===== src/rtl/bsfu_pkg.sv =====
package bsfu_pkg;

  // Resolved operation after mode-bit priority.
  typedef enum logic [2:0] {
    OP_SRL = 3'd0,
    OP_SRA = 3'd1,
    OP_SLL = 3'd2,
    OP_EXT = 3'd3,
    OP_INS = 3'd4
  } bsfu_op_e;

endpackage


===== src/rtl/bsfu_decode.sv =====
module bsfu_decode
  import bsfu_pkg::*;
(
  input  logic     side_i,
  input  logic     type_i,
  input  logic     extract_i,
  input  logic     insert_i,
  output bsfu_op_e op_o,
  output logic     shift_left_o,
  output logic     arith_o
);

  // Fixed priority: extract, insert, side, type, then plain right shift.
  always_comb begin
    if (extract_i)      op_o = OP_EXT;
    else if (insert_i)  op_o = OP_INS;
    else if (side_i)    op_o = OP_SLL;
    else if (type_i)    op_o = OP_SRA;
    else                op_o = OP_SRL;
  end

  // Insert needs the source moved up to the field; extract moves it down.
  always_comb begin
    shift_left_o = (op_o == OP_SLL) || (op_o == OP_INS);
    arith_o      = (op_o == OP_SRA);
  end

endmodule


===== src/rtl/bsfu_shifter.sv =====
module bsfu_shifter #(
  parameter int DATA_W = 64,
  localparam int AMT_W = $clog2(DATA_W)
) (
  input  logic [DATA_W-1:0] data_i,
  input  logic [AMT_W-1:0]  amt_i,
  input  logic              left_i,
  input  logic              fill_i,
  output logic [DATA_W-1:0] data_o
);

  // One right-shifting log tree; left shifts reuse it via bit reversal.
  logic [DATA_W-1:0] pre;
  logic [DATA_W-1:0] level [0:AMT_W];
  logic              fill_eff;

  assign fill_eff = fill_i & ~left_i;

  for (genvar i = 0; i < DATA_W; i++) begin : g_pre
    assign pre[i] = left_i ? data_i[DATA_W-1-i] : data_i[i];
  end

  assign level[0] = pre;

  for (genvar k = 0; k < AMT_W; k++) begin : g_level
    localparam int STEP = 1 << k;
    assign level[k+1] = amt_i[k]
                      ? {{STEP{fill_eff}}, level[k][DATA_W-1:STEP]}
                      : level[k];
  end

  for (genvar i = 0; i < DATA_W; i++) begin : g_post
    assign data_o[i] = left_i ? level[AMT_W][DATA_W-1-i] : level[AMT_W][i];
  end

endmodule


===== src/rtl/bsfu_mask_gen.sv =====
module bsfu_mask_gen #(
  parameter int DATA_W = 64,
  localparam int AMT_W = $clog2(DATA_W),
  localparam int CNT_W = AMT_W + 1
) (
  input  logic [AMT_W-1:0]  lo_i,
  input  logic [AMT_W-1:0]  hi_i,
  input  logic [AMT_W-1:0]  width_i,
  output logic [DATA_W-1:0] field_mask_o,
  output logic [DATA_W-1:0] low_mask_o
);

  // Thresholds widened by one bit so that hi+1 may equal DATA_W; the
  // thermometer for that case is all zeros rather than a wrapped value.
  logic [CNT_W-1:0] lo_ext;
  logic [CNT_W-1:0] top_ext;
  logic [CNT_W-1:0] w_ext;

  assign lo_ext  = {1'b0, lo_i};
  assign top_ext = {1'b0, hi_i} + CNT_W'(1);
  assign w_ext   = {1'b0, width_i};

  for (genvar i = 0; i < DATA_W; i++) begin : g_bit
    localparam logic [CNT_W-1:0] POS = CNT_W'(i);
    // bits at or above lo, minus bits at or above hi+1
    assign field_mask_o[i] = (POS >= lo_ext) ^ (POS >= top_ext);
    assign low_mask_o[i]   = (POS < w_ext);
  end

endmodule


===== src/rtl/bsfu_merge.sv =====
module bsfu_merge
  import bsfu_pkg::*;
#(
  parameter int DATA_W = 64
) (
  input  bsfu_op_e          op_i,
  input  logic [DATA_W-1:0] shifted_i,
  input  logic [DATA_W-1:0] dest_i,
  input  logic [DATA_W-1:0] field_mask_i,
  input  logic [DATA_W-1:0] low_mask_i,
  output logic [DATA_W-1:0] result_o
);

  always_comb begin
    unique case (op_i)
      OP_EXT:  result_o = shifted_i & low_mask_i;
      OP_INS:  result_o = (shifted_i & field_mask_i) | (dest_i & ~field_mask_i);
      default: result_o = shifted_i;
    endcase
  end

endmodule


===== src/rtl/bsfu_top.sv =====
module bsfu_top
  import bsfu_pkg::*;
#(
  parameter int DATA_W      = 64,
  parameter int PIPE_STAGES = 2,
  localparam int AMT_W      = $clog2(DATA_W)
) (
  input  logic              clk,
  input  logic              rst_n,
  input  logic              in_valid,
  input  logic [DATA_W-1:0] in_src,
  input  logic [DATA_W-1:0] in_dest,
  input  logic [AMT_W-1:0]  in_shamt,
  input  logic [AMT_W-1:0]  in_width,
  input  logic              in_side,
  input  logic              in_type,
  input  logic              in_extract,
  input  logic              in_insert,
  output logic              out_valid,
  output logic [DATA_W-1:0] out_result
);

  // ---------------- stage A: decode, shift, masks ----------------
  bsfu_op_e          a_op;
  logic              a_left;
  logic              a_arith;
  logic [DATA_W-1:0] a_shifted;
  logic [DATA_W-1:0] a_fmask;
  logic [DATA_W-1:0] a_lmask;

  bsfu_decode u_decode (
    .side_i       (in_side),
    .type_i       (in_type),
    .extract_i    (in_extract),
    .insert_i     (in_insert),
    .op_o         (a_op),
    .shift_left_o (a_left),
    .arith_o      (a_arith)
  );

  bsfu_shifter #(.DATA_W(DATA_W)) u_shifter (
    .data_i (in_src),
    .amt_i  (in_shamt),
    .left_i (a_left),
    .fill_i (a_arith & in_src[DATA_W-1]),
    .data_o (a_shifted)
  );

  bsfu_mask_gen #(.DATA_W(DATA_W)) u_mask (
    .lo_i         (in_shamt),
    .hi_i         (in_width),
    .width_i      (in_width),
    .field_mask_o (a_fmask),
    .low_mask_o   (a_lmask)
  );

  // ---------------- optional mid register ----------------
  logic              m_valid;
  bsfu_op_e          m_op;
  logic [DATA_W-1:0] m_shifted;
  logic [DATA_W-1:0] m_dest;
  logic [DATA_W-1:0] m_fmask;
  logic [DATA_W-1:0] m_lmask;

  if (PIPE_STAGES >= 2) begin : g_two_stage
    always_ff @(posedge clk or negedge rst_n) begin
      if (!rst_n) begin
        m_valid   <= 1'b0;
        m_op      <= OP_SRL;
        m_shifted <= '0;
        m_dest    <= '0;
        m_fmask   <= '0;
        m_lmask   <= '0;
      end else begin
        m_valid <= in_valid;
        if (in_valid) begin
          m_op      <= a_op;
          m_shifted <= a_shifted;
          m_dest    <= in_dest;
          m_fmask   <= a_fmask;
          m_lmask   <= a_lmask;
        end
      end
    end
  end else begin : g_one_stage
    always_comb begin
      m_valid   = in_valid;
      m_op      = a_op;
      m_shifted = a_shifted;
      m_dest    = in_dest;
      m_fmask   = a_fmask;
      m_lmask   = a_lmask;
    end
  end

  // ---------------- stage B: merge and output register ----------------
  logic [DATA_W-1:0] b_result;

  bsfu_merge #(.DATA_W(DATA_W)) u_merge (
    .op_i         (m_op),
    .shifted_i    (m_shifted),
    .dest_i       (m_dest),
    .field_mask_i (m_fmask),
    .low_mask_i   (m_lmask),
    .result_o     (b_result)
  );

  always_ff @(posedge clk or negedge rst_n) begin
    if (!rst_n) begin
      out_valid  <= 1'b0;
      out_result <= '0;
    end else begin
      out_valid <= m_valid;
      if (m_valid) out_result <= b_result;
    end
  end

endmodule


===== config.mk =====
export PLATFORM = sky130hd
export DESIGN_NAME = bsfu_top
export DESIGN_NICKNAME = d
export VERILOG_FILES = /design/src/rtl/bsfu_pkg.sv /design/src/rtl/bsfu_decode.sv /design/src/rtl/bsfu_shifter.sv /design/src/rtl/bsfu_mask_gen.sv /design/src/rtl/bsfu_merge.sv /design/src/rtl/bsfu_top.sv
export SDC_FILE = /design/constraint.sdc
export NUM_CORES = 1
export LEC_CHECK = 0
export ABC_AREA = 1
export ABC_CLOCK_PERIOD_IN_PS = 2100
export BUFFER_PORTS_ARGS = -buffer_cell sky130_fd_sc_hd__buf_4
export CORE_MARGIN = 2
export CORE_UTILIZATION = 42
export DETAILED_ROUTE_END_ITERATION = 16
export GPL_ROUTABILITY_DRIVEN = 0
export PLACE_DENSITY_LB_ADDON = 0.25
export RECOVER_POWER = 25
export SLEW_MARGIN = 0
export SYNTH_ARGS = -nofsm -noshare
export SYNTH_HDL_FRONTEND = slang
export SYNTH_HIERARCHICAL = 1
export SYNTH_SLANG_ARGS = --single-unit

===== constraint.sdc =====
create_clock -name clk -period 2.1 [get_ports clk]
set_input_delay 0.315 -clock clk [delete_from_list [all_inputs] [get_ports clk]]
set_output_delay 0.315 -clock clk [all_outputs]
set_load 0.02 [all_outputs]

== Yosys cells after proc, flatten, opt, wreduce, memory -nomap -nowiden ==
Cells that the tools add are included.

* Bits in registers: 325
* Bits in latches: 0
* Bits in writable memories: 0
* Bits in read-only memories: 0
* Word-level logic and storage cells: 418
* Memories: 0

* Add/subtract/negate cells: 1
* Multipliers: 0
* Div/mod/pow operators: 0
* Order comparisons: 192
* Equal/unequal tests: 5
* Shift operators: 0
* Mux-type cells: 139
* Bitwise operators: 72
* Reduce and logical (&&, ||, !) cells: 1

{| class="wikitable"
|+ Operators by type and width
! cell !! count
|-
| $mux W64 || 6
|-
| $ge A6 B7 Y1 const A || 32
|-
| $and A64 B64 Y64 || 3
|-
| $ge A6 B6 Y1 const A || 32
|-
| $lt A6 B6 Y1 const A || 32
|-
| $mux W1 || 129
|-
| $pmux W64 S2 || 1
|-
| $ge A5 B7 Y1 const A || 16
|-
| $ge A5 B6 Y1 const A || 16
|-
| $lt A5 B6 Y1 const A || 16
|-
| $not A64 Y64 || 1
|-
| $or A64 B64 Y64 || 1
|-
| $xor A1 B1 Y1 || 64
|-
| $ge A4 B7 Y1 const A || 8
|-
| $ge A4 B6 Y1 const A || 8
|-
| $lt A4 B6 Y1 const A || 8
|-
| $ge A3 B7 Y1 const A || 4
|-
| $ge A3 B6 Y1 const A || 4
|-
| $lt A3 B6 Y1 const A || 4
|-
| $ge A1 B7 Y1 const A || 2
|-
| $ge A2 B7 Y1 const A || 2
|-
| $ge A1 B6 Y1 const A || 2
|-
| $ge A2 B6 Y1 const A || 2
|-
| $lt A1 B6 Y1 const A || 2
|-
| other kinds (9) || 15
|}

== Depth between registers and ports, before layout ==
Gate-level depths: netlist of the first run.

* Depth after elaboration: 15
* Gate-level depth with buffers: 21
* Mapped depth without buffers: 21

== By module ==
The synthesis of the first run kept the hierarchy.

{| class="wikitable"
|+ By module, submodules not included
! module !! times used !! cells each !! area an instance (um2)
|-
| bsfu_top || 1 || 1368 || 12246.7
|-
| bsfu_shifter || 1 || 1294 || 5731.7
|-
| bsfu_mask_gen || 1 || 611 || 2919.0
|-
| bsfu_merge || 1 || 673 || 2782.7
|-
| bsfu_decode || 1 || 10 || 45.0
|}

== Worst setup path before layout of the first run ==
OpenSTA, ideal clock, no wires.

* Kind: input port to flip-flop
* Start: in in_side
* End: reg m_shifted[37]
* Setup time: 117 ps
* Arrival time: 1749 ps
* Data required time: 1983 ps
* Setup slack: 234 ps
* Stages: 19
* Buffers on the path: 2
* Cell sequence: nor2_2 nor2_1 inv_2 buf_6 buf_4 nand2_1 nand3_1 nand3_1 nand3_1 nand3_1 nand2_1 nand2_1 nand2_1 nand2_1 nand2_1 nand2_1 nand2_1 nand2_1 nand2_1

* Word-level cells in the longest chain between the ends: 14
* Elaborated cells between the ends (all ways): 55

{| class="wikitable"
|+ RTL lines
! what !! line !! RTL
|-
| from (decl) || bsfu_top.sv:15 || <nowiki>input logic in_side,</nowiki>
|-
| $mux W3 * || bsfu_decode.sv:17 || <nowiki>else if (side_i) op_o = OP_SLL;</nowiki>
|-
| $mux W3 * || bsfu_decode.sv:16 || <nowiki>else if (insert_i) op_o = OP_INS;</nowiki>
|-
| $mux W3 * || bsfu_decode.sv:15 || <nowiki>if (extract_i) op_o = OP_EXT;</nowiki>
|-
| $eq A3 B2 Y1 or $eq A3 B3 Y1 (tied branches) || bsfu_decode.sv:24 || <nowiki>shift_left_o = (op_o == OP_SLL) || (op_o == OP_INS);</nowiki>
|-
| $logic_or A1 B1 Y1 * || bsfu_decode.sv:24 ||
|-
| named net a_left || bsfu_top.sv:25 || <nowiki>logic a_left;</nowiki>
|-
| $not A1 Y1 || bsfu_shifter.sv:17 || <nowiki>assign fill_eff = fill_i & ~left_i;</nowiki>
|-
| $and A1 B1 Y1 || bsfu_shifter.sv:17 ||
|-
| $mux W64 (6 in a row) || bsfu_shifter.sv:28 || <nowiki>? {{STEP{fill_eff}}, level[k][DATA_W-1:STEP]}</nowiki>
|-
| $mux W1 * || bsfu_shifter.sv:33 || <nowiki>assign data_o[i] = left_i ? level[AMT_W][DATA_W-1-i] : level[AMT_W][i];</nowiki>
|-
| named net a_shifted[37] || bsfu_top.sv:27 || <nowiki>logic [DATA_W-1:0] a_shifted;</nowiki>
|-
| to (signal assigned) || bsfu_top.sv:78 || <nowiki>m_shifted <= a_shifted;</nowiki>
|-
| to (decl) || bsfu_top.sv:60 || <nowiki>logic [DATA_W-1:0] m_shifted;</nowiki>
|}

Mark *: on every way through the listed nets, which the timed path passes. The rest lies on a longest branch.
A chain may end at the register's enable or synchronous reset.

== Worst setup path in the final report of the first run ==
* Start: in in_side
* End: reg m_shifted[9]

The elaborated chain is that of the path after synthesis.

==> results.txt, run 1 <==
----------------------------------------------------
[STA]
  F_max ... between 500 and 600 MHz
  Final-report hold violation count ... 0
  Worst-case headroom to the max-slew limit ... around 25%
  Setup repair after global routing missed its margin ... no
  Setup skew after layout ... 0.0316 ns
  Slew at the pin closest to its max-slew limit ... around 1.1 ns
  Setup violators final ... 0
  Time the final worst path needs with I/O delays and setup ... about 2.0 ns
  Total count of max-transition violations in the final report ... 0
  Share of the cycle needed by the critical path after routing ... ~93%
  Total Neg Setup Slack ... 0 ns

[Pwr]
  Power density relative to cell area ... 702 nW/um^2
  Peak supply drop ... slightly above 500 uV
  Cell leakage power ... 0.0167 uW

[Critical path]
  Reg2reg path depth ... 8
  Critical Path Start Type ... input pin
  Critical Path Sink Type ... flip-flop
  Critical register-to-register path startpoint ... m_op[1]
  Arrival time reported for the critical path endpoint ... 2.42 ns
  Critical Path RT ... 2.55 ns
  Reg2reg setup slack ... ~0.50 ns
  Largest fanout on the critical path ... 31
  Crit Path Class ... input pin to flip-flop
  Capture point of the worst reg-to-reg path ... out_result[60]

[Yosys]
  Instance count of the mapped netlist ... approximately 4000
  Portion of the post-synthesis area used by sequential elements ... 34.3%
  Cell area after synthesis ... roughly 24000 um^2
  Number of distinct library cell variants in the gate-level netlist after synthesis ... 37
  Syn_area_per_cell ... 6.00 um^2
  Cell taking the most area after synthesis ... sky130_fd_sc_hd__dfrtp_1
  Ranking of synthesized cells by area ... sky130_fd_sc_hd__dfrtp_1 (34%), sky130_fd_sc_hd__nand2_1 (33%), sky130_fd_sc_hd__nand3_1 (17%)
  Top cells by instance count after synthesis ... sky130_fd_sc_hd__nand2_1 (2095), sky130_fd_sc_hd__nand3_1 (811), sky130_fd_sc_hd__dfrtp_1 (325)
  Post-synth EDFFs ... 0
  FF+latch count, synth ... approximately 330
  Ys flop type ... sky130_fd_sc_hd__dfrtp_1
  Yosys warns ... 6
  Fraction of synthesis flops using an asynchronous set or reset pin ... 100%
  Syn_nets ... 4107
  Cell with the most instances after synthesis ... sky130_fd_sc_hd__nand2_1
  Yosys top cell area share ... 34.3%

[Status]
  Outcome ... completed

[Final layout]
  Nets@finish ... 4448
  Area added between synthesis and finish ... 23.6%
  Share of cells above drive strength 1 ... 13.1%
  FILL cells ... 5873
  Antenna diode count ... 0
  Final core utilization ... approximately 52%

[Clocking]
  TritonCTS clock tree ... done
  Clock Path Buffers ... 3
  Clock latency reported for the late side of the worst-skew pair ... 0.58 ns
  Root buffer cell ... sky130_fd_sc_hd__clkbuf_16
  Clock Pin Slew Worst Setup and Hold Paths ... 0.06 ns
  Total CTS buffers ... 38
  Max H-tree Level ... 2
  CTS sink cnt ... 325

[Routing]
  Via count normalized by instance count ... 5.31
  Vias ... around 27000
  DRC violation total after the first TritonRoute iteration ... 3145
  Final routed DRC violation total ... 0
  Routed length per placed instance ... 17.4 um
  Remaining number of nets flagged by the antenna check after routing ... 0
  Detailed Routing Iterations Pass 1 ... 6
  Post-Route WL ... 88.7 mm

[Floorplanning]
  Chip width ... about 240 um
  Number of cell rows ... 87
  Vertical die dimension ... 242 um
  # IOs ... 212
  Area of the core ... 56200 um^2
  Die area ... 58400 um^2
  Initial standard-cell utilization of the core ... between 40% and 50%

[Global routing]
  Antenna violations before repair ... 0
  Vias in the first global route ... 24800
  Overall overflow remaining after global route ... 0
  All-layer global routing usage ... 29.9%
  Maximum number of pins on one net before global-route repair ... 99
  Global-route wire length before repair ... 140 mm

[Min path]
  Hold Path Class ... input pin to flip-flop
  Terminating pin of the worst hold path ... m_lmask[31]
  Start point of the worst hold path ... in_width[5]
  Worst hold path depth ... 3

[Run]
  Max-cap violation count ... 0

[Placement]
  Number of buffer cells added on primary ports ... 211
  Dpl hpwl ... 65.3 mm

----------------------------------------------------
[power by group]
| part | total, uW | switching (uW) | internal (uW) |
|---|---|---|---|
| Clock | 7130 | 2910 | 4220 |
| Sequential | 7680 | 681 | 7000 |
| Combinational | 5760 | 3620 | 2140 |
[per-layer routing]
metal  GRT usage [%]  wire length [um]  vias up  part of all wire, %
met5               0                 0        -                    0
met4            9.79              3130        0                  3.5
met3            4.20              7150      183                  8.1
met2            47.1             39600     1153                   45
met1            42.1             38800    12500                   44
li1                -                 -    13200                    -
[worst max-delay path by stage]
stage	startpoint	end	slack [ns]
2_1_floorplan	in_side	m_shifted[37]	0.23
3_3_place_gp	in_side	m_shifted[50]	-0.37
3_5_place_dp	in_side	m_shifted[50]	-0.36
4_1_cts	in_side	m_shifted[15]	0.22
5_1_grt	in_side	m_shifted[14]	0.005
6_report	in_side	m_shifted[9]	0.14
[stage by stage]
| step | cells | setup slack (ns) | cell area [um^2] | hold WS (ns) | total power, uW |
|---|---|---|---|---|---|
| after detailed placement | 4946 | -0.360 | 27400 | 0.279 | 13400 |
| after global routing | 5083 | 0.00525 | 29300 | 0.0901 | 21600 |
| final | 5083 | 0.138 | 29300 | 0.0837 | 20600 |
| after floorplan | 3956 | 0.234 | 23700 | 0.0194 | 10900 |
| after CTS | 5081 | 0.216 | 29400 | 0.0595 | 20600 |
| after global placement | 4946 | -0.369 | 27400 | 0.284 | 13300 |
[cell families after synthesis]
logic type	Yosys count	synth area share (%)
AND/OR/NAND/NOR	3038	53.3
buffers and inverters	462	8.91
other	1	0.0158
flip-flops	325	34.3
XOR/XNOR	30	1.11
adder cells (fa/ha/maj)	4	0.211
AO/OA/AOI/OAI	96	2.18
[repair_timing]
action                                 4_1_cts  5_1_grt
endpoints found under the hold margin      102        0
setup endpoints to repair                    0       10
hold buffers                                65        0
gates resized for setup                      0        4
setup buffers                                0        1
[critical path, cell delays in order]
cell and delay, ns:
sky130_fd_sc_hd__buf_4 0.13, sky130_fd_sc_hd__nor2_4 0.14, sky130_fd_sc_hd__nor2_4 0.07, sky130_fd_sc_hd__buf_4 0.16, sky130_fd_sc_hd__clkbuf_16 0.21, sky130_fd_sc_hd__nand2_1 0.10, sky130_fd_sc_hd__nand3_1 0.10, sky130_fd_sc_hd__nand3_1 0.13
sky130_fd_sc_hd__nand3_1 0.12, sky130_fd_sc_hd__nand2_1 0.17, sky130_fd_sc_hd__buf_4 0.13, sky130_fd_sc_hd__nand2_1 0.04, sky130_fd_sc_hd__nand3_1 0.06, sky130_fd_sc_hd__nand3_1 0.13, sky130_fd_sc_hd__nand3_1 0.10, sky130_fd_sc_hd__nand2_1 0.13
sky130_fd_sc_hd__nand2_1 0.10, sky130_fd_sc_hd__nand2_1 0.05
[state kept, by name, summed over array words and instances, names as in the netlist]
name	flops
out_valid	1
out_result	64
m_lmask	64
m_fmask	64
m_op	3
m_valid	1
m_shifted	64
m_dest	64
[final cells by class]
type                    instances  area, um^2  share of cell area, %
multi-input cells            3169       13500                   46.0
flip-flops and latches        325        8130                   27.7
repair buffers                520        4480                   15.3
clock buffers                  49        1050                   3.59
well taps                     756         946                   3.23
inverters                     243         918                   3.13
clock inverters                21         298                   1.02
[cell usage in the layout (no fill, tap or decap), types with 5 or more instances in the layout]
cell and n:
sky130_fd_sc_hd__inv_1 231, sky130_fd_sc_hd__a21oi_1 20, sky130_fd_sc_hd__buf_12 34, sky130_fd_sc_hd__nor2_1 71, sky130_fd_sc_hd__dlygate4sd3_1 65, sky130_fd_sc_hd__o21ai_1 8
sky130_fd_sc_hd__nand3b_1 6, sky130_fd_sc_hd__clkinv_2 6, sky130_fd_sc_hd__nand3_1 811, sky130_fd_sc_hd__dfrtp_1 324, sky130_fd_sc_hd__xor2_1 24, sky130_fd_sc_hd__nand2_1 2092
sky130_fd_sc_hd__nand4_1 20, sky130_fd_sc_hd__o21ai_0 59, sky130_fd_sc_hd__nand2_2 16, sky130_fd_sc_hd__nor2_2 7, sky130_fd_sc_hd__xnor2_1 6, sky130_fd_sc_hd__buf_4 405
sky130_fd_sc_hd__clkbuf_1 11, sky130_fd_sc_hd__nor2_4 7, sky130_fd_sc_hd__bufinv_16 5, sky130_fd_sc_hd__clkinvlp_4 5, sky130_fd_sc_hd__clkbuf_16 39, sky130_fd_sc_hd__clkbuf_8 6
sky130_fd_sc_hd__inv_2 7, sky130_fd_sc_hd__clkbuf_2 6
No activity file was read; power rests on OpenSTA's default activity.
==> inputs of run 2 (changes only) <==
--- a/config.mk
+++ b/config.mk
@@ -17,5 +17,5 @@
 export SLEW_MARGIN = 0
 export SYNTH_ARGS = -nofsm -noshare
 export SYNTH_HDL_FRONTEND = slang
-export SYNTH_HIERARCHICAL = 1
 export SYNTH_SLANG_ARGS = --single-unit
+export TNS_END_PERCENT = 30
==> run 2 against run 1 <==
- core utilization up 1.5 points
- flip-flop and latch count down 1
- critical path depth down 4
- register-to-register slack worse by 0.25 ns
==> results.txt, run 2 <==
----------------------------------------------------
[Global routing]
  Maximum number of pins on one net before global-route repair ... 136 (+37%)
  Overall overflow remaining after global route ... 0 (unchanged)
  Vias in the first global route ... 23500 (-5.2%)
  All-layer global routing usage ... 33.0% (+3.1 points)
  Global-route wire length before repair ... 139 mm (-0.93%)
  Antenna violations before repair ... 1 (+1)

[Clocking]
  Total CTS buffers ... 36 (-5.3%)
  Root buffer cell ... sky130_fd_sc_hd__clkbuf_16
  Clock Pin Slew Worst Setup and Hold Paths ... 0.06 ns (about the same)
  Clock Path Buffers ... 3 (unchanged)
  Max H-tree Level ... 2 (unchanged)
  CTS sink cnt ... 324 (-0.31%)
  TritonCTS clock tree ... done
  Clock latency reported for the late side of the worst-skew pair ... 0.56 ns (-0.02 ns)

[Floorplanning]
  Number of cell rows ... 84 (-3.4%)
  Vertical die dimension ... 234 um (-3.1%)
  Initial standard-cell utilization of the core ... 42.4% (+0.19 points)
  Die area ... 54800 um^2 (-6.1%)
  Chip width ... 234 um (-3.1%)
  Area of the core ... 52400 um^2 (-6.6%)
  # IOs ... 212 (unchanged)

[Yosys]
  FF+latch count, synth ... 324 (-0.31%)
  Number of distinct library cell variants in the gate-level netlist after synthesis ... 45 (+22%)
  Yosys warns ... 0 (-6)
  Ranking of synthesized cells by area ... sky130_fd_sc_hd__dfrtp_1 (36%), sky130_fd_sc_hd__nand3_1 (20%), sky130_fd_sc_hd__nand2_1 (19%)
  Syn_area_per_cell ... 6.42 um^2 (+7.0%)
  Cell taking the most area after synthesis ... sky130_fd_sc_hd__dfrtp_1
  Top cells by instance count after synthesis ... sky130_fd_sc_hd__nand2_1 (1106), sky130_fd_sc_hd__nand3_1 (895), sky130_fd_sc_hd__dfrtp_1 (324)
  Ys flop type ... sky130_fd_sc_hd__dfrtp_1
  Post-synth EDFFs ... 0 (unchanged)
  Syn_nets ... 3619 (-12%)
  Cell area after synthesis ... 22300 um^2 (-6.2%)
  Portion of the post-synthesis area used by sequential elements ... 36.4% (+2.2 points)
  Fraction of synthesis flops using an asynchronous set or reset pin ... 100% (unchanged)
  Cell with the most instances after synthesis ... sky130_fd_sc_hd__nand2_1
  Yosys top cell area share ... 36.4% (+2.2 points)
  Instance count of the mapped netlist ... 3467 (-12%)

[STA]
  Time the final worst path needs with I/O delays and setup ... 1.96 ns (+0.00122 ns)
  Setup skew after layout ... 0.0285 ns (-0.00309 ns)
  Setup violators final ... 0 (unchanged)
  Share of the cycle needed by the critical path after routing ... 93.5% (about the same)
  Total Neg Setup Slack ... 0 ns (unchanged)
  Worst-case headroom to the max-slew limit ... 16.5% (-8.5 points)
  Setup repair after global routing missed its margin ... no
  Total count of max-transition violations in the final report ... 0 (unchanged)
  Final-report hold violation count ... 0 (unchanged)
  Slew at the pin closest to its max-slew limit ... 1.25 ns (+0.127 ns)
  F_max ... 509 MHz (about the same)

[Routing]
  Routed length per placed instance ... 19.9 um (+14%)
  Final routed DRC violation total ... 0 (unchanged)
  Detailed Routing Iterations Pass 1 ... 7 (+1)
  Post-Route WL ... 90.7 mm (+2.3%)
  Via count normalized by instance count ... 5.64 (+6.2%)
  DRC violation total after the first TritonRoute iteration ... 3530 (+12%)
  Remaining number of nets flagged by the antenna check after routing ... 0 (unchanged)
  Vias ... 25700 (-4.9%)

[Status]
  Outcome ... completed

[Critical path]
  Largest fanout on the critical path ... 6 (-81%)
  Critical Path RT ... 2.52 ns (-0.03 ns)
  Reg2reg setup slack ... 0.25 ns (-0.25 ns)
  Arrival time reported for the critical path endpoint ... 2.38 ns (-0.04 ns)
  Critical Path Start Type ... input pin
  Critical Path Sink Type ... flip-flop
  Critical register-to-register path startpoint ... m_op[1]
  Crit Path Class ... input pin to flip-flop
  Reg2reg path depth ... 7 (-1)
  Capture point of the worst reg-to-reg path ... out_result[4]

[Min path]
  Terminating pin of the worst hold path ... m_dest[57]
  Start point of the worst hold path ... in_dest[57]
  Worst hold path depth ... 3 (unchanged)
  Hold Path Class ... input pin to flip-flop

[Final layout]
  Final Instance Area ... 28200 um^2 (-3.9%)
  Share of cells above drive strength 1 ... 15.3% (+2.2 points)
  Leading cell types in the layout, fill and taps excluded ... sky130_fd_sc_hd__nand2_1 (1103), sky130_fd_sc_hd__nand3_1 (895), sky130_fd_sc_hd__buf_4 (454), sky130_fd_sc_hd__dfrtp_1 (323), sky130_fd_sc_hd__o21ai_0 (251)
  FILL cells ... 5138 (-13%)
  Nets@finish ... 3988 (-10%)
  Leading cell type in the layout, fill and taps excluded ... sky130_fd_sc_hd__nand2_1
  Area added between synthesis and finish ... 26.6%
  Final Non-Filler Cells ... 4551 (-10%)

[Run]
  Max-cap violation count ... 0 (unchanged)

[Pwr]
  Switching share of total power ... 34.7% (-0.31 points)
  Register share of total power ... 38.5% (+1.2 points)
  Clock power share ... 33.3% (-1.4 points)
  Part of the total power dissipated in combinational logic ... 28.2% (+0.2 points)
  Cell-internal power ... 13100 uW (-2.4%)
  Cell leakage power ... 0.0141 uW (-16%)
  Net switching power ... 6940 uW (-3.7%)
  Power density relative to cell area ... 710 nW/um^2 (+1.2%)
  Peak supply drop ... 413 uV (-19%)

[Placement]
  Number of buffer cells added on primary ports ... 211 (unchanged)
  Cell Count Post-Placement ... 4426 (-11%)
  Dpl hpwl ... 69.6 mm (+6.6%)
  Placed cell area ... 26400 um^2 (-3.8%)

----------------------------------------------------
## run 2: area by class of cell
cell class                      instances  area (um^2)  area share (%)
Multi-Input combinational cell       2663        12300            43.6
Sequential cell                       324         8110            28.8
Antenna cell                            1         2.50         0.00888
Clock inverter                         14          225           0.799
Clock buffer                           50         1000            3.56
Timing Repair Buffer                  555         4720            16.8
Inverter                              256          968            3.44
Tap cell                              688          861            3.06
## run 2: per-layer routing
layer  vias to the layer above  global-route usage (%)  share of wire, %
li1                      12200                       -                 -
met5                         -                       0             0.021
met3                       197                    6.87                11
met4                         2                    13.9               4.6
met2                      1536                    47.6                42
met1                     11700                    47.6                42
## run 2: worst max path at each step
stage | startpoint | to | slack (ns) | cells past startpoint
after floorplan | in_width[0] | m_fmask[30] | 0.06 | 13
after global placement | in_width[0] | m_fmask[4] | -0.38 | 13
after detailed placement | in_width[0] | m_fmask[4] | -0.40 | 13
after CTS | in_width[0] | m_fmask[4] | 0.17 | 13
after global routing | in_width[1] | m_fmask[52] | 0.03 | 13
final | in_width[0] | m_fmask[10] | 0.14 | 14
## run 2: repair_timing
| action | 4_1_cts | 5_1_grt |
|---|---|---|
| endpoints found under the hold margin | 188 | 0 |
| gates resized for setup | 0 | 1 |
| buffers inserted | 0 | 0 |
| hold buffers | 60 | 0 |
| endpoints found under the setup margin | 0 | 1 |
## run 2: power by group through the flow
stage	clock [uW]	combinational, uW	sequential, uW
global placement	0	5370	7780
detailed placement	0	5410	7790
global route	6990	6180	7760
floorplan	0	2920	7660
finish	6660	5630	7710
CTS	6740	5530	7690
## run 2: through the flow
stage          utilization, %  worst slack (ns)  total power (uW)  hold slack (ns)
2_1_floorplan               -            0.0644             10600           0.0194
3_3_place_gp             50.3            -0.380             13200            0.212
3_5_place_dp             50.3            -0.399             13200            0.208
4_1_cts                  53.8             0.172             20000         0.000953
5_1_grt                  53.7            0.0317             20900           0.0262
6_report                 53.7             0.137             20000           0.0185
## run 2: critical path, cell delays in order
cell and delay (ns):
sky130_fd_sc_hd__buf_4 0.09, sky130_fd_sc_hd__ha_1 0.23, sky130_fd_sc_hd__inv_1 0.09, sky130_fd_sc_hd__nor2_2 0.15
sky130_fd_sc_hd__nand2_1 0.09, sky130_fd_sc_hd__nand2_2 0.12, sky130_fd_sc_hd__inv_4 0.06, sky130_fd_sc_hd__buf_4 0.15
sky130_fd_sc_hd__nor2_8 0.13, sky130_fd_sc_hd__buf_4 0.16, sky130_fd_sc_hd__nand2_1 0.08, sky130_fd_sc_hd__xnor2_1 0.45
sky130_fd_sc_hd__buf_4 0.20, sky130_fd_sc_hd__o21ai_0 0.06
## run 2: logic make-up (layout without fill, tap and decap cells)
kind of cell               Yosys count  count (layout)  share of synthesized area [%]
other                                0               1                              0
xor gates and xnor gates            49              49                           1.93
DFF                                324             324                           36.4
buffers and inverters              480             875                           8.56
AOI/OAI and AO/OA                  406             406                           9.99
adders and majority gates            5               5                          0.281
and+or+nand+nor                   2203            2203                           42.8
